`src/rtl/callvec_pkg.sv`:
```
`timescale 1ns/1ps
package callvec_pkg;
  localparam int ADDR_W    = 16;
  localparam int IDX_W     = 3;
  localparam int BYTE_W    = 8;
  localparam int NUM_BYTES = 1 + ADDR_W / BYTE_W;
  localparam logic [BYTE_W-1:0] CALL_OP = 8'hCD;

  typedef enum logic [1:0] {
    PH_OPC = 2'd0,
    PH_LO  = 2'd1,
    PH_HI  = 2'd2
  } phase_t;

  // Aligned table slot: clear the bits the table occupies, then insert the scaled index.
  function automatic logic [ADDR_W-1:0] slot_addr(
    input logic [ADDR_W-1:0] base,
    input logic [IDX_W-1:0]  idx,
    input logic              wide
  );
    int unsigned       sh;
    logic [ADDR_W-1:0] keep;
    logic [ADDR_W-1:0] offs;
    sh   = wide ? 3 : 2;
    keep = {ADDR_W{1'b1}} << (IDX_W + sh);
    offs = ADDR_W'(idx) << sh;
    return (base & keep) | offs;
  endfunction
endpackage

```
`src/rtl/callvec_edge.sv`:
```
`timescale 1ns/1ps
module callvec_edge (
  input  logic clk,
  input  logic rst_n,
  input  logic strobe_n,
  output logic fall,
  output logic rise
);
  logic prev_q;

  always_ff @(posedge clk) begin
    if (!rst_n) prev_q <= 1'b1;
    else        prev_q <= strobe_n;
  end

  assign fall = prev_q & ~strobe_n;
  assign rise = ~prev_q & strobe_n;
endmodule

```
`src/rtl/callvec_phase.sv`:
```
`timescale 1ns/1ps
module callvec_phase
  import callvec_pkg::*;
(
  input  logic   clk,
  input  logic   rst_n,
  input  logic   rise,
  output phase_t phase,
  output logic   seq_end,
  output logic   done
);
  phase_t phase_q;
  phase_t phase_nx;

  assign seq_end = rise && (phase_q == PH_HI);

  always_comb begin
    case (phase_q)
      PH_OPC:  phase_nx = PH_LO;
      PH_LO:   phase_nx = PH_HI;
      default: phase_nx = PH_OPC;
    endcase
  end

  always_ff @(posedge clk) begin
    if (!rst_n) begin
      phase_q <= PH_OPC;
      done    <= 1'b0;
    end else begin
      done <= seq_end;
      if (rise) phase_q <= phase_nx;
    end
  end

  assign phase = phase_q;
endmodule

```
`src/rtl/callvec_bytes.sv`:
```
`timescale 1ns/1ps
module callvec_bytes
  import callvec_pkg::*;
(
  input  logic              clk,
  input  logic              rst_n,
  input  logic              fall,
  input  logic              strobe_n,
  input  phase_t            phase,
  input  logic [ADDR_W-1:0] base,
  input  logic [IDX_W-1:0]  idx,
  input  logic              wide,
  output logic [ADDR_W-1:0] tgt,
  output logic [BYTE_W-1:0] data,
  output logic              oe
);
  logic              capture;
  logic [BYTE_W-1:0] byte_sel;
  logic [BYTE_W-1:0] addr_byte [NUM_BYTES-1];

  assign capture = fall && (phase == PH_OPC);

  always_ff @(posedge clk) begin
    if (!rst_n)       tgt <= '0;
    else if (capture) tgt <= slot_addr(base, idx, wide);
  end

  for (genvar g = 0; g < NUM_BYTES - 1; g++) begin : g_slice
    assign addr_byte[g] = tgt[g*BYTE_W +: BYTE_W];
  end

  always_comb begin
    case (phase)
      PH_LO:   byte_sel = addr_byte[0];
      PH_HI:   byte_sel = addr_byte[1];
      default: byte_sel = CALL_OP;
    endcase
    oe   = ~strobe_n;
    data = oe ? byte_sel : '0;
  end
endmodule

```
`src/rtl/callvec_seq.sv`:
```
`timescale 1ns/1ps
module callvec_seq
  import callvec_pkg::*;
(
  input  logic              clk,
  input  logic              rst_n,
  input  logic              ack_n,
  input  logic [IDX_W-1:0]  req_idx,
  input  logic [ADDR_W-1:0] base_addr,
  input  logic              spacing8,
  output logic [BYTE_W-1:0] data_out,
  output logic              data_oe,
  output logic              done
);
  logic              ack_fall;
  logic              ack_rise;
  logic              seq_end;
  phase_t            phase_w;
  logic [ADDR_W-1:0] tgt_w;

  callvec_edge u_edge (
    .clk      (clk),
    .rst_n    (rst_n),
    .strobe_n (ack_n),
    .fall     (ack_fall),
    .rise     (ack_rise)
  );

  callvec_phase u_phase (
    .clk     (clk),
    .rst_n   (rst_n),
    .rise    (ack_rise),
    .phase   (phase_w),
    .seq_end (seq_end),
    .done    (done)
  );

  callvec_bytes u_bytes (
    .clk      (clk),
    .rst_n    (rst_n),
    .fall     (ack_fall),
    .strobe_n (ack_n),
    .phase    (phase_w),
    .base     (base_addr),
    .idx      (req_idx),
    .wide     (spacing8),
    .tgt      (tgt_w),
    .data     (data_out),
    .oe       (data_oe)
  );
endmodule

```
`config.mk`:
```
export PLATFORM = sky130hd
export DESIGN_NAME = callvec_seq
export DESIGN_NICKNAME = d
export VERILOG_FILES = /design/src/rtl/callvec_pkg.sv /design/src/rtl/callvec_edge.sv /design/src/rtl/callvec_phase.sv /design/src/rtl/callvec_bytes.sv /design/src/rtl/callvec_seq.sv
export SDC_FILE = /design/constraint.sdc
export NUM_CORES = 1
export LEC_CHECK = 0
export ABC_AREA = 1
export ABC_CLOCK_PERIOD_IN_PS = 1600
export CORE_UTILIZATION = 38
export CTS_BUF_LIST = sky130_fd_sc_hd__clkbuf_16
export DETAILED_ROUTE_END_ITERATION = 10
export PLACE_DENSITY_LB_ADDON = 0.12
export RECOVER_POWER = 50
export SLEW_MARGIN = 10
export SYNTH_ARGS = -nofsm -noshare
export SYNTH_HDL_FRONTEND = slang
export SYNTH_SLANG_ARGS = --single-unit
```
`constraint.sdc`:
```
create_clock -name clk -period 1.6 [get_ports clk]
set_input_delay 0.4 -clock clk [delete_from_list [all_inputs] [get_ports clk]]
set_output_delay 0.4 -clock clk [all_outputs]
set_load 0.01 [all_outputs]
```
### Word-level counts from Yosys, hierarchy flattened

Cells that the tools add are included.

* flip-flop bits (word level): 20
* input bits: 23
* output and inout port bits: 10
* word-level logic and storage cells: 22

* add/subtract/negate cells: 1
* equality and inequality tests: 2
* shift operators: 2
* mux-type cells: 4
* bitwise operators: 6
* reduce and logical (&&, ||, !) cells: 3

Operator list (count)
* $add A2 B32 Y32 const A: 1
* $shl A16 B32 Y16 const A: 1
* $shl A3 B32 Y16: 1
* $and A16 B16 Y16: 1
* $or A16 B16 Y16: 1
* $pmux W8 S2: 1
* $mux W8: 1
* $pmux W2 S2: 1
* $and A1 B1 Y1: 2
* $eq A2 B1 Y1 const B: 1
* $eq A2 B2 Y1 const B: 1
* $logic_and A1 B1 Y1: 2
* $logic_not A2 Y1: 1
* $not A1 Y1: 2
* $mux W1: 1

### Longest topological paths before layout

Gate-level depths: netlist of the first run.

* depth in word-level cells: 5
* depth in mapped cells: 7
* gate-level depth less buffers: 6

### Hierarchy

From an unflattened synthesis of the first run, not the netlist that was laid out.

* cells, all modules: 141
* area, all modules: 953.4 sq um

By module, submodules not included
* callvec_bytes: times used 1, cells an instance 119, area an instance 798.3 sq um, sequential area each 280.3 sq um
* callvec_phase: times used 1, cells an instance 16, area an instance 116.4 sq um, sequential area each 60.1 sq um
* callvec_edge: times used 1, cells an instance 6, area an instance 38.8 sq um, sequential area each 20.0 sq um

### Worst setup path after synthesis of the first run

No wires, ideal clock.

* path type: reg2out
* from: register u_phase.phase_q[0], in the netlist u_phase.phase[0]
* to: output port data_out[4]
* arrival: 1.044 ns
* required time: 1.200 ns
* slack: 0.156 ns
* stages on the path, launching flop included: 5
* path buffers: 0
* cells stage by stage: dfxtp_1 inv_1 ha_1 nand2_1 a21oi_1

* word-level cells in the longest chain between the ends: 3
* elaborated cells on any way between the ends: 4
* classes of those cells: eq/ne: 2; mux: 2

RTL lines
* start, declared: RTL line callvec_phase.sv:12 `phase_t phase_q;`
* start signal, assigned: RTL line callvec_phase.sv:31 `if (rise) phase_q <= phase_nx;`
* $eq A2 B2 Y1 / $eq A2 B1 Y1 (equally long branches): RTL line callvec_bytes.sv:33 `case (phase)`
* $pmux W8 S2 (*): RTL line callvec_bytes.sv:33
* $mux W8 (*): RTL line callvec_bytes.sv:39 `data = oe ? byte_sel : '0;`
* end, declared: RTL line callvec_seq.sv:11 `output logic [BYTE_W-1:0] data_out,`

Mark *: on every way between the ends. The rest lies on a longest branch, timed or not.

### Worst setup path after layout of the first run

* from: register u_phase.phase_q[0], in the netlist u_phase.phase[0]
* to: output port data_out[3]

The elaborated chain is that of the path after synthesis.

==> results of run 1 <==
==> repair_timing <==
item / in CTS / in global routing
setup buffers: 1 / 2
gates resized for setup: 54 / 6
endpoints found under the setup margin: 9 / 8
pin swaps: 13 / 7
==> cells in the final DEF (no fill, tap or decap), types with 2 or more instances in the layout <==
master / synthesis / layout
buf_2: 2 / 8
a21oi_1: 3 / 3
nor2_1: 34 / 34
inv_4: 1 / 2
o21ai_0: 3 / 2
clkdlybuf4s50_1: 0 / 17
dfxtp_1: 18 / 16
buf_4: 0 / 8
nand2_2: 0 / 3
inv_1: 25 / 22
nand3_1: 4 / 4
nand2_1: 57 / 54
buf_6: 2 / 3
clkbuf_16: 0 / 3
ha_4: 0 / 4
==> worst min-delay path, stage by stage (launching register included) <==
cell,delay [ns]
dfxtp_1,0.31
inv_1,0.05
nand2_1,0.04
nand2_1,0.05
nor2_1,0.03
==> cell type report <==
type,count,area share (%)
Tap cell,28,2.36
Sequential cell,18,24.6
Inverter,26,7.25
Multi-Input combinational cell,108,36.6
Clock buffer,3,5.05
Clock inverter,1,0.253
Timing Repair Buffer,40,23.9
==> power by group through the flow <==
stage	Combinational, mW	Clock (mW)	Sequential [mW]
global placement	0.254	0	0.511
global route	0.307	0.539	0.510
CTS	0.269	0.515	0.504
finish	0.272	0.510	0.507
detailed placement	0.259	0	0.512
floorplan	0.144	0	0.508
==> sequential cells by signal, summed over array words and instances, names as in the netlist <==
register       flops
u_phase.phase      2
u_edge.prev_q      1
u_bytes.tgt       14
u_phase.done       1
==> per-layer routing <==
| layer | part of all wire, % | vias up | track usage [%] |
|---|---|---|---|
| met5 | 0 | - | 0 |
| met4 | 0.68 | 0 | 7.02 |
| met2 | 51 | 15 | 35.0 |
| met1 | 46 | 438 | 23.2 |
| li1 | - | 536 | - |
| met3 | 3.0 | 2 | 6.38 |
==> final timing paths <==
check	startpoint	slack [ns]	cells after the start	endpoint
worst min-delay path	u_bytes.tgt[13]	0.51	4	u_bytes.tgt[13]
worst max register to register	u_phase.phase[1]	0.46	6	u_bytes.tgt[2]
worst min register to register	u_bytes.tgt[13]	0.51	4	u_bytes.tgt[13]
worst max-delay path	u_phase.phase[0]	-0.11	7	data_out[3]
==> cells by family (layout without fill, tap and decap cells) <==
logic type | count (synthesis) | after routing | share of synthesized area (%)
and+or+nand+nor | 97 | 97 | 39.6
AOI/OAI and AO/OA | 6 | 6 | 3.10
buffers and inverters | 30 | 70 | 13.7
DFF | 18 | 18 | 37.2
adders and majority gates | 5 | 5 | 6.45
==> cells in the mapped netlist <==
| cell type | instances | area, um2 |
|---|---|---|
| inv_1 | 25 | 93.8 |
| ha_1 | 5 | 62.6 |
| a21oi_1 | 3 | 15.0 |
| o21ai_0 | 3 | 15.0 |
| nor2_1 | 34 | 128 |
| inv_4 | 1 | 6.26 |
| nand2_1 | 57 | 214 |
| buf_6 | 2 | 22.5 |
| buf_2 | 2 | 10.0 |
| dfxtp_1 | 18 | 360 |
| nand3_1 | 4 | 20.0 |
| nor3_1 | 1 | 5.00 |
| nand3_4 | 1 | 17.5 |
==> per-stage QoR <==
stage               hold slack [ns]  setup TNS, ns  setup slack, ns  instance area (um2)  total power, mW
detailed placement            0.500          -5.11           -0.550                 1340            0.771
floorplan                     0.486              0            0.156                  970            0.652
finish                        0.515         -0.539           -0.110                 1490             1.29
CTS                           0.515         -0.532           -0.104                 1460             1.29
global placement              0.499          -4.80           -0.542                 1340            0.766
global route                  0.537          -1.14           -0.167                 1490             1.36
==> run metrics, run 1 <==
arrival time at the worst endpoint 1.31 ns; skew final 0.00111 ns; fraction of layout cells with a size suffix above 1 19.9%; period utilization 107%; Clock Tree Buf Depth 2; DR pass1 iterations 4; number of vias per cell 4.42; Die Wd 52.5 um; via count of the first global-routing pass 972; Site Rows 17; critical path fanouts, max 7; crit path kind reg -> out; hpwl dp 1.56 mm; Least-Margin Pin Slew 0.644 ns; Worst-path clk slew 0.05 ns; Syn. warnings 0; Cell Area, Synth 970 um2; global-route wire length before repair 4.00 mm; total core area 2300 um2; Period minus WS final 1.71 ns; Buffers & Inverters on Critical Path 3; Yosys cell types 13; Seq pwr share 39.3%; Initial DRC Count 14; largest net degree at the start of global routing 19; hold crit path type reg -> reg; sw frac 26.0%; Via Count 991; Detail Route Antenna Nets 0; critical path's top delay family flip-flops; Filler cells 222; internal power 0.954 mW; H-Tree Depth 1; CTS Root Cell clkbuf_16; Synth Net Count 184; Final Max Slew Viols 0; antenna violations before repair 0; GRT overflow 0; post-layout util 64.7%; I/O pins 33; Setup WS post-layout -0.110 ns; CP max stage cell dfxtp_4; Critical Path RT 1.20 ns; register area 365 um2; register area share after synthesis 37.2%; # diodes 0; CTS sink cnt 18; Port-buffer cells 27; Die Y 52.5 um; Psw 0.335 mW; synthesis-to-layout area growth 53.2%; wire per inst 10.4 um; clock share of power 39.6%; Hold Fails Final Rpt 0; crit path cell chain buf_6 > ha_4 > nand2_2 > nand3_1 > nand2_1 > inv_1 > buf_2; Max stage delay on crit path 0.36 ns; max_cap viols 0; pwr/cell area 868 nW/um2; hold-fix buffers at CTS 0; initial core utilization 42.2%; nets 225; failing checks negative setup slack; Cells after DPL 217; drt drc 0; Max Clk Rate 0.585 GHz; CTS tree built; Mapped Avg Cell Area 6.22 um2; Critical Path Source Type register; footprint of the multi-input gates 543 um2; total CTS buffers 3; Detailed Route WL 2.34 mm; Die Area 2760 um2; latest clock arrival within the worst-skew pair 0.25 ns; post-synthesis instance total 156; Non-Filler Instances 224; Leak Pwr 0.751 nW; Setup crit end kind output port; All-Layer GR Usage 20.3%; status complete, but fails checks; RSZ-0062 raised after global routing true; Seq cells post-synth 18; Routability Congestion 0.793; Max VDD drop 0.831 mV; part of the power in combinational logic 21.1%; Finish-stage setup viols 7; Worst slew margin 57.0%
Note: power is estimated with default switching activity, not from simulation.
==> inputs of run 2 (changes only) <==
--- a/config.mk
+++ b/config.mk
@@ -7,6 +7,7 @@
 export LEC_CHECK = 0
 export ABC_AREA = 1
 export ABC_CLOCK_PERIOD_IN_PS = 1600
+export CORE_ASPECT_RATIO = 1.5
 export CORE_UTILIZATION = 38
 export CTS_BUF_LIST = sky130_fd_sc_hd__clkbuf_16
 export DETAILED_ROUTE_END_ITERATION = 10
==> run 2 against run 1 <==
  * The flow still finishes with violations (negative setup slack)
  * Routed wire length decreased by 2.6%
  * Clock skew increased by 0.0012 ns
  * First-iteration DRC count increased by 86%
  * Critical path depth decreased by 2
  * Sequential power about the same
  * Cell area decreased by 1.0%
  * Sequential share of layout area increased by 0.25 points
  * Via count decreased by 0.71%
==> run metrics, run 2 (synthesis results as in run 1) <==
total CTS buffers 3 (unchanged); Critical Path RT 1.20 ns (about the same); failing checks negative setup slack; hold-fix buffers at CTS 0 (unchanged); Routability Congestion 0.813 (+2.5%); Max VDD drop 0.676 mV (-19%); Via Count 984 (-0.71%); nets 221 (-1.8%); via count of the first global-routing pass 964 (-0.82%); global-route wire length before repair 3.88 mm (-3.1%); H-Tree Depth 1 (unchanged); total core area 2420 um2 (+5.4%); synthesis-to-layout area growth 51.6%; arrival time at the worst endpoint 1.33 ns (+0.02 ns); Hold Fails Final Rpt 0 (unchanged); Pwr Total 1.27 mW (-1.3%); most frequent cells in the layout nand2_1, nor2_1, inv_1, clkdlybuf4s50_1, dfxtp_1; CTS sink cnt 18 (unchanged); Setup WS post-layout -0.134 ns (-0.0235 ns); Setup crit end kind output port; Buffers & Inverters on Critical Path 2 (-1); Setup TNS Final -0.692 ns (-0.153 ns); Leak Pwr 0.724 nW (-3.5%); Detailed Route WL 2.28 mm (-2.6%); CTS Root Cell clkbuf_16; period utilization 108% (+1.5 points); max reg flops 14 (unchanged); fraction of layout cells with a size suffix above 1 24.0% (+4.1 points); Final Max Slew Viols 0 (unchanged); number of vias per cell 4.56 (+3.0%); DR pass1 iterations 2 (-2); hold crit path type reg -> reg; Largest Register u_bytes.tgt; initial core utilization 40.0% (-2.2 points); largest net degree at the start of global routing 29 (+10); critical path fanouts, max 7 (unchanged); CTS tree built; pwr/cell area 865 nW/um2 (-0.28%); commonest non-fill, non-tap cell in the layout nand2_1; worst hold slack 0.515 ns (+0.000422 ns); Finish-stage setup viols 7 (unchanged); register area 365 um2 (unchanged); Period minus WS final 1.73 ns (+0.0235 ns); Port-buffer cells 27 (unchanged); I/O pins 33 (unchanged); Clock Tree Buf Depth 2 (unchanged); Die Y 63.9 um (+22%); CP max stage cell dfxtp_4; drt drc 0 (unchanged); Worst-path clk slew 0.05 ns (about the same); footprint of the multi-input gates 583 um2 (+7.4%); Filler cells 244 (+9.9%); Critical Path Source Type register; GRT overflow 0 (unchanged); Max stage delay on crit path 0.37 ns (about the same); crit path cell chain buf_4 > ha_4 > nand2_1 > a21oi_2 > buf_2; Least-Margin Pin Slew 0.314 ns (-0.330 ns); post-layout util 60.7% (-4.0 points); crit path kind reg -> out; Die Wd 43.2 um (-18%); Site Rows 22 (+5); antenna violations before repair 0 (unchanged); All-Layer GR Usage 18.1% (-2.1 points); Max Clk Rate 0.577 GHz (-1.4%); wire per inst 10.5 um (+1.0%); Detail Route Antenna Nets 0 (unchanged); Worst slew margin 79.0% (+22 points); skew final 0.00230 ns (+0.00119 ns); RSZ-0062 raised after global routing true; max_cap viols 0 (unchanged); Initial DRC Count 26 (+12); # diodes 0 (unchanged); Die Area 2760 um2 (+0.15%); critical path's top delay family flip-flops; status complete, but fails checks; latest clock arrival within the worst-skew pair 0.25 ns (about the same); hpwl dp 1.49 mm (-4.4%)
[run 2: per-layer routing]
metal	global-route usage [%]	vias up	share of wire (%)
met1	19.6	428	42
met4	10.2	0	2.4
met2	31.9	24	52
li1	-	526	-
met3	3.11	6	3.4
met5	0	-	0
[run 2: power by group]
part / internal, mW / leakage [nW] / switching, mW / total, mW
Clock: 0.332 / 0.0385 / 0.169 / 0.502
Sequential: 0.484 / 0.150 / 0.0224 / 0.507
Combinational: 0.127 / 0.536 / 0.136 / 0.264
Total: 0.944 / 0.724 / 0.328 / 1.27
[run 2: path summary, 6_finish.rpt]
path	startpoint	end	slack [ns]	depth (start not counted)
worst max register to register	u_phase.phase[1]	u_bytes.tgt[13]	0.38	5
worst min register to register	u_bytes.tgt[13]	u_bytes.tgt[13]	0.52	4
worst max-delay path	u_phase.phase[0]	data_out[4]	-0.13	5
worst min-delay path	u_bytes.tgt[13]	u_bytes.tgt[13]	0.52	4
[run 2: stage by stage]
step / instances / setup slack [ns] / cell area, um2
2_1_floorplan: 156 / 0.156 / 970
3_3_place_gp: 211 / -0.534 / 1310
3_5_place_dp: 211 / -0.564 / 1310
4_1_cts: 215 / -0.127 / 1420
5_1_grt: 216 / -0.179 / 1470
6_report: 216 / -0.134 / 1470
[run 2: layout make-up]
type                            count  share of cell area [%]
Clock buffer                        3                    5.11
Clock inverter                      1                   0.255
Inverter                           26                    7.15
Multi-Input combinational cell    108                    39.7
Sequential cell                    18                    24.9
Tap cell                           24                    2.04
Timing Repair Buffer               36                    20.9
[run 2: what timing repair did]
| action | CTS | global route |
|---|---|---|
| setup endpoints to repair | 9 | 8 |
| setup buffers | 0 | 1 |
| gates resized for setup | 52 | 17 |
| pin swaps | 12 | 12 |
[run 2: tightest hold or removal path: cells and delay by family (launching register included)]
kind	cells	cell delay, ns
and+or+nand+nor	3	0.12
buffers and inverters	1	0.05
DFF	1	0.30
